--- config.mk ---
export PLATFORM = sky130hd
export DESIGN_NAME = dma_xfer_seq
export DESIGN_NICKNAME = d
export VERILOG_FILES = /design/src/rtl/dma_xfer_seq.sv
export SDC_FILE = /design/constraint.sdc
export NUM_CORES = 1
export LEC_CHECK = 0
export ABC_AREA = 1
export BUFFER_PORTS_ARGS = -buffer_cell sky130_fd_sc_hd__buf_4
export CORE_MARGIN = 4
export CORE_UTILIZATION = 30
export DETAILED_ROUTE_END_ITERATION = 10
export PLACE_DENSITY = 0.61
export SETUP_SLACK_MARGIN = 0.1
export SLEW_MARGIN = 20
export SYNTH_ARGS = -nofsm -noshare
export SYNTH_HDL_FRONTEND = slang
export SYNTH_SLANG_ARGS = --single-unit
--- constraint.sdc ---
create_clock -name clk -period 2.4 [get_ports clk]
set_input_delay 0.12 -clock clk [delete_from_list [all_inputs] [get_ports clk]]
set_output_delay 0.12 -clock clk [all_outputs]
set_load 0.02 [all_outputs]
--- src/rtl/dma_xfer_seq.sv ---
module dma_xfer_seq #(
  parameter int AW  = 16,
  parameter int CW  = 16,
  parameter int NCH = 4,
  localparam int SW = $clog2(NCH)
) (
  input  logic          clk,
  input  logic          rst_n,
  input  logic          load,
  input  logic [AW-1:0] load_addr,
  input  logic [CW-1:0] load_cnt,
  input  logic          start,
  input  logic [SW-1:0] ch,
  input  logic [1:0]    xfer_type,
  input  logic          compressed,
  input  logic          burst,
  input  logic          addr_down,
  input  logic          ready,
  input  logic          eop_n,
  output logic          aen,
  output logic          adstb,
  output logic [7:0]    a_lo,
  output logic [7:0]    db_hi,
  output logic [NCH-1:0] dack,
  output logic          memr_n,
  output logic          memw_n,
  output logic          ior_n,
  output logic          iow_n,
  output logic          tc,
  output logic [AW-1:0] cur_addr,
  output logic [CW-1:0] cur_cnt
);

  typedef enum logic [2:0] {IDLE, S1, S2, S3, S4} st_t;

  st_t           st;
  logic [AW-1:0] addr;
  logic [CW-1:0] cnt;
  logic          hi_ok;
  logic [SW-1:0] ch_q;
  logic [1:0]    typ_q;
  logic          comp_q, burst_q, down_q;

  logic          is_rd, is_wr, real_x, rd_on, wr_on, hold;
  logic [AW-1:0] nxt;

  assign is_rd  = typ_q == 2'b10;
  assign is_wr  = typ_q == 2'b01;
  assign real_x = is_rd | is_wr;
  assign rd_on  = real_x & (st == S2 | st == S3);
  assign wr_on  = real_x & (st == S3 | (st == S2 & comp_q));
  assign hold   = real_x & ~ready;
  assign nxt    = down_q ? addr - 1'b1 : addr + 1'b1;

  assign aen    = st != IDLE;
  assign adstb  = st == S1;
  assign a_lo   = aen ? addr[7:0] : 8'h00;
  assign db_hi  = adstb ? addr[AW-1:AW-8] : 8'h00;
  assign dack   = aen ? (NCH'(1) << ch_q) : '0;
  assign memr_n = ~(rd_on & is_rd);
  assign ior_n  = ~(rd_on & is_wr);
  assign iow_n  = ~(wr_on & is_rd);
  assign memw_n = ~(wr_on & is_wr);
  assign tc     = (st == S4) & ((cnt == '0) | ~eop_n);
  assign cur_addr = addr;
  assign cur_cnt  = cnt;

  always_ff @(posedge clk or negedge rst_n) begin
    if (!rst_n) begin
      st      <= IDLE;
      addr    <= '0;
      cnt     <= '0;
      hi_ok   <= 1'b0;
      ch_q    <= '0;
      typ_q   <= 2'b00;
      comp_q  <= 1'b0;
      burst_q <= 1'b0;
      down_q  <= 1'b0;
    end else begin
      case (st)
        IDLE: begin
          hi_ok <= 1'b0;
          if (load) begin
            addr <= load_addr;
            cnt  <= load_cnt;
          end else if (start) begin
            ch_q    <= ch;
            typ_q   <= xfer_type;
            comp_q  <= compressed;
            burst_q <= burst;
            down_q  <= addr_down;
            st      <= S1;
          end
        end
        S1: begin
          hi_ok <= 1'b1;
          st    <= S2;
        end
        S2: begin
          if (comp_q) st <= hold ? S2 : S4;
          else        st <= S3;
        end
        S3: st <= hold ? S3 : S4;
        S4: begin
          addr <= nxt;
          cnt  <= cnt - 1'b1;
          if (tc || !burst_q)                                  st <= IDLE;
          else if (hi_ok && nxt[AW-1:AW-8] == addr[AW-1:AW-8]) st <= S2;
          else                                                 st <= S1;
        end
        default: st <= IDLE;
      endcase
    end
  end

endmodule


==> flow_summary_export.csv <==
group,metric,value,unit
outcome,run_status,"completed",
critical_path,worst_r2r_path_cells,14,
clock_network,htree_levels,2,
global_routing,gr-usage-met3,0.02350,
yosys,post_synth_instance_area,3476,um^2
yosys,synth.largest_area_cell,"sky130_fd_sc_hd__dfrtp_1",
floorplan,die_w,115.6,um
hold_path,hp-class,"input port to flip-flop",
detailed_routing,post-route-drc-count,0,
critical_path,cp-endpoint,"st[0]",
timing,timing.max_slew.rel_slack,0.6076,
yosys,synthDominantCellAreaShare,0.3096,
yosys,syn_nets,596,
global_routing,grt_pass1_vias,3788,
critical_path,timing.rr.end,"st[0]",
cells_and_area,final_nets,729,
critical_path,cp_data_arrival_time,2.41,ns
placement,post-dp-hpwl,8.695,mm
yosys,netlist_top_cells_area,"sky130_fd_sc_hd__dfrtp_1 (31%), sky130_fd_sc_hd__nand2_1 (15%), sky130_fd_sc_hd__inv_1 (11%), sky130_fd_sc_hd__nor2_1 (7.1%), sky130_fd_sc_hd__ha_1 (6.1%)",
cells_and_area,drive_gt1_frac,0.3583,
cells_and_area,syn2layout_area_growth,52.70,%
floorplan,floorplan.rows,39,
detailed_routing,detailroute.via_count,3983,
clock_network,clock_tree.root_cell,"sky130_fd_sc_hd__clkbuf_16",
detailed_routing,detail-route-antenna-nets,0,
critical_path,setup.reg_to_reg.worst_slack,0.15,ns
timing,timing.setup.tns,0,ns
critical_path,critical_path_peak_fanout,8,
timing,timing.final.crit_share,0.9359,
floorplan,boundary_pins,104,
clock_network,clk_lat_worst_skew,0.29,ns
yosys,yosys_most_used_dff,"sky130_fd_sc_hd__dfrtp_1",
critical_path,startpoint_type,"flip-flop",
floorplan,start_util,0.3057,
job,cap_violations,0,
timing,slew_violations,0,
yosys,yosysSeqAreaShare,0.3096,
timing,count_of_final_hold_check_violations,0,
global_routing,gr-max-usage-layer,"met2",
clock_network,cts-root-to-sink-buffers,2,
global_routing,grt_use_met1,0.2154,
critical_path,startpoint,"down_q",
floorplan,chipHeight,115.6,um
timing,fin_crit,2.246,ns
global_routing,global_route_wire_length_before_repair,17.93,mm
timing,grt_setup_unrepaired,"true",
timing,setup_violations,0,
critical_path,worstReg2RegStart,"down_q",
timing,achievable-frequency,445.2,MHz
critical_path,start_to_end_type_of_the_worst_setup_path,"flip-flop to flip-flop",
cells_and_area,diodes,0,
placement,placement.io_buffers,103,
clock_network,clock_tree_from_tritoncts,"yes",
floorplan,die_outline_area,13370,um^2
global_routing,global_route.usage.met2,0.2928,
timing,skew,0.005686,ns
placement,finalWeightedCongestion,0.8781,
yosys,synth.cells.most_frequent,"sky130_fd_sc_hd__nand2_1 (142), sky130_fd_sc_hd__inv_1 (98), sky130_fd_sc_hd__nor2_1 (66)",
yosys,number_of_enable_flip_flop_cells_after_synthesis,0,
critical_path,worst_ep_required_time,2.56,ns
yosys,ys_async_sr_fraction,1.000,
detailed_routing,wl_per_cell,14.60,um
yosys,synth_cell_type_count,34,
yosys,post-synth-top-count-cell,"sky130_fd_sc_hd__nand2_1",
global_routing,grt-ovfl-total,0,
global_routing,grt_antenna_before_repair,0,
yosys,postSynthCellCount,533,
clock_network,worst_setup_hold_path_clk_slew,0.07,ns
yosys,register_bit_count_reported_by_yosys,43,
critical_path,timing.critical_path.to_type,"flip-flop",
global_routing,grt_max_degree,44,
clock_network,clkSinkCount,43,
clock_network,numCtsBuffers,5,
yosys,synthesis.area_per_instance,6.521,um^2
detailed_routing,drt_iter0_drc,146,
yosys,yosys_warnings,0,
floorplan,core-area,11370,um^2
timing,worst_pin_slew,0.5887,ns
detailed_routing,wirelength,11.83,mm
detailed_routing,post_drt_via_cell_ratio,4.917,
global_routing,track_usage,0.1661,
detailed_routing,drt_first_pass_iters,4,
## state kept, by name, indices dropped and copies added (netlist names)
name	cells
burst_q	1
ch_q	2
comp_q	1
cur_addr	16
cur_cnt	16
down_q	1
hi_ok	1
st	3
typ_q	2
## final cells by class
cell class	count	area [um^2]
clock buffer	6	128.9
clock inverter	2	60.06
fill	1126	6062
inverter	102	384.1
multi-input combinational	378	2425
sequential	43	1077
tap	143	178.9
timing repair buffer	136	1054
## worst max-delay path, cell delays in order, from the launching register on
cell	delay [ns]
sky130_fd_sc_hd__dfrtp_2	0.45
sky130_fd_sc_hd__clkbuf_16	0.20
sky130_fd_sc_hd__fa_2	0.40
sky130_fd_sc_hd__nand2_4	0.11
sky130_fd_sc_hd__nand2_4	0.07
sky130_fd_sc_hd__nand3_4	0.10
sky130_fd_sc_hd__nand2_4	0.07
sky130_fd_sc_hd__nand2_4	0.09
sky130_fd_sc_hd__nand3_2	0.10
sky130_fd_sc_hd__nand3_2	0.08
sky130_fd_sc_hd__nand2_1	0.07
sky130_fd_sc_hd__nor2_2	0.09
sky130_fd_sc_hd__nand2_1	0.07
sky130_fd_sc_hd__o21ai_1	0.14
sky130_fd_sc_hd__a21oi_1	0.07
## cells in the final DEF, fill, tap and decap left out, types with 2 or more instances in the layout
cell	count
sky130_fd_sc_hd__buf_4	133
sky130_fd_sc_hd__o211ai_1	8
sky130_fd_sc_hd__o221ai_1	10
sky130_fd_sc_hd__nor2_1	56
sky130_fd_sc_hd__o21ai_0	8
sky130_fd_sc_hd__nand2_1	107
sky130_fd_sc_hd__o21ai_1	5
sky130_fd_sc_hd__nand2_4	7
sky130_fd_sc_hd__nor2_4	5
sky130_fd_sc_hd__ha_1	4
sky130_fd_sc_hd__inv_2	4
sky130_fd_sc_hd__mux2_2	3
sky130_fd_sc_hd__xnor2_1	5
sky130_fd_sc_hd__nor3_1	7
sky130_fd_sc_hd__o22ai_1	5
sky130_fd_sc_hd__clkbuf_16	6
sky130_fd_sc_hd__a21oi_2	5
sky130_fd_sc_hd__nand3_2	11
sky130_fd_sc_hd__o311ai_0	7
sky130_fd_sc_hd__bufinv_16	2
sky130_fd_sc_hd__nand3_4	2
sky130_fd_sc_hd__nand3_1	27
sky130_fd_sc_hd__a21oi_1	20
sky130_fd_sc_hd__dfrtp_1	42
sky130_fd_sc_hd__inv_1	97
sky130_fd_sc_hd__nand2_2	29
sky130_fd_sc_hd__xor2_1	6
sky130_fd_sc_hd__ha_4	13
sky130_fd_sc_hd__nand4_1	5
sky130_fd_sc_hd__nor2_2	11
## layer usage
metal / wire length [um] / vias up
li1: - / 1979
met3: 553 / 11
met1: 5080 / 1879
met2: 6038 / 114
met5: 0 / -
met4: 157 / 0
## how the worst min path moves through the flow
stage                  from     endpoint  slack [ns]  cells after the start
6_report        load_cnt[5]   cur_cnt[5]        0.04                      3
5_1_grt         load_cnt[5]   cur_cnt[5]        0.05                      3
4_1_cts        load_addr[5]  cur_addr[5]        0.04                      3
3_5_place_dp          rst_n  cur_cnt[12]        0.17                      1
3_3_place_gp          rst_n  cur_cnt[14]        0.16                      1
2_1_floorplan         rst_n      burst_q       -0.18                      0
## what timing repair did
| action | CTS | global route |
|---|---|---|
| pin swaps | 0 | 34 |
| cloned | 0 | 1 |
| gates resized for setup | 3 | 97 |
| buffers inserted | 0 | 11 |
| endpoints found under the hold margin | 43 | 0 |
| hold buffers | 1 | 0 |
| endpoints found under the setup margin | 2 | 3 |
## logic make-up (layout without fill, tap and decap cells)
group	count (synthesis)	after routing	share of synthesized area
compound gates	72	72	0.1325
xor+xnor	11	11	0.02772
fa+ha+maj	18	18	0.06695
buf+inv	112	246	0.1227
flops	43	43	0.3096
mux	3	3	0.009719
simple gates	274	274	0.3308
## through the flow
step                      hold slack (ns)  worst slack [ns]    util  cell area [um^2]  std cells
final                             0.04471            0.1538  0.4668              5308        810
after floorplan                   -0.1756            0.3143       -              3476        533
after global placement             0.1560            0.1445  0.3999              4547        789
after global routing              0.05166          0.008826  0.4668              5308        810
after CTS                         0.04156            0.1004  0.4180              4752        798
after detailed placement           0.1653           0.05760  0.3999              4547        789
Power is left out: the tool's default activity adds up to more than one toggle a clock period on the data nets, which glitch-free logic cannot reach.
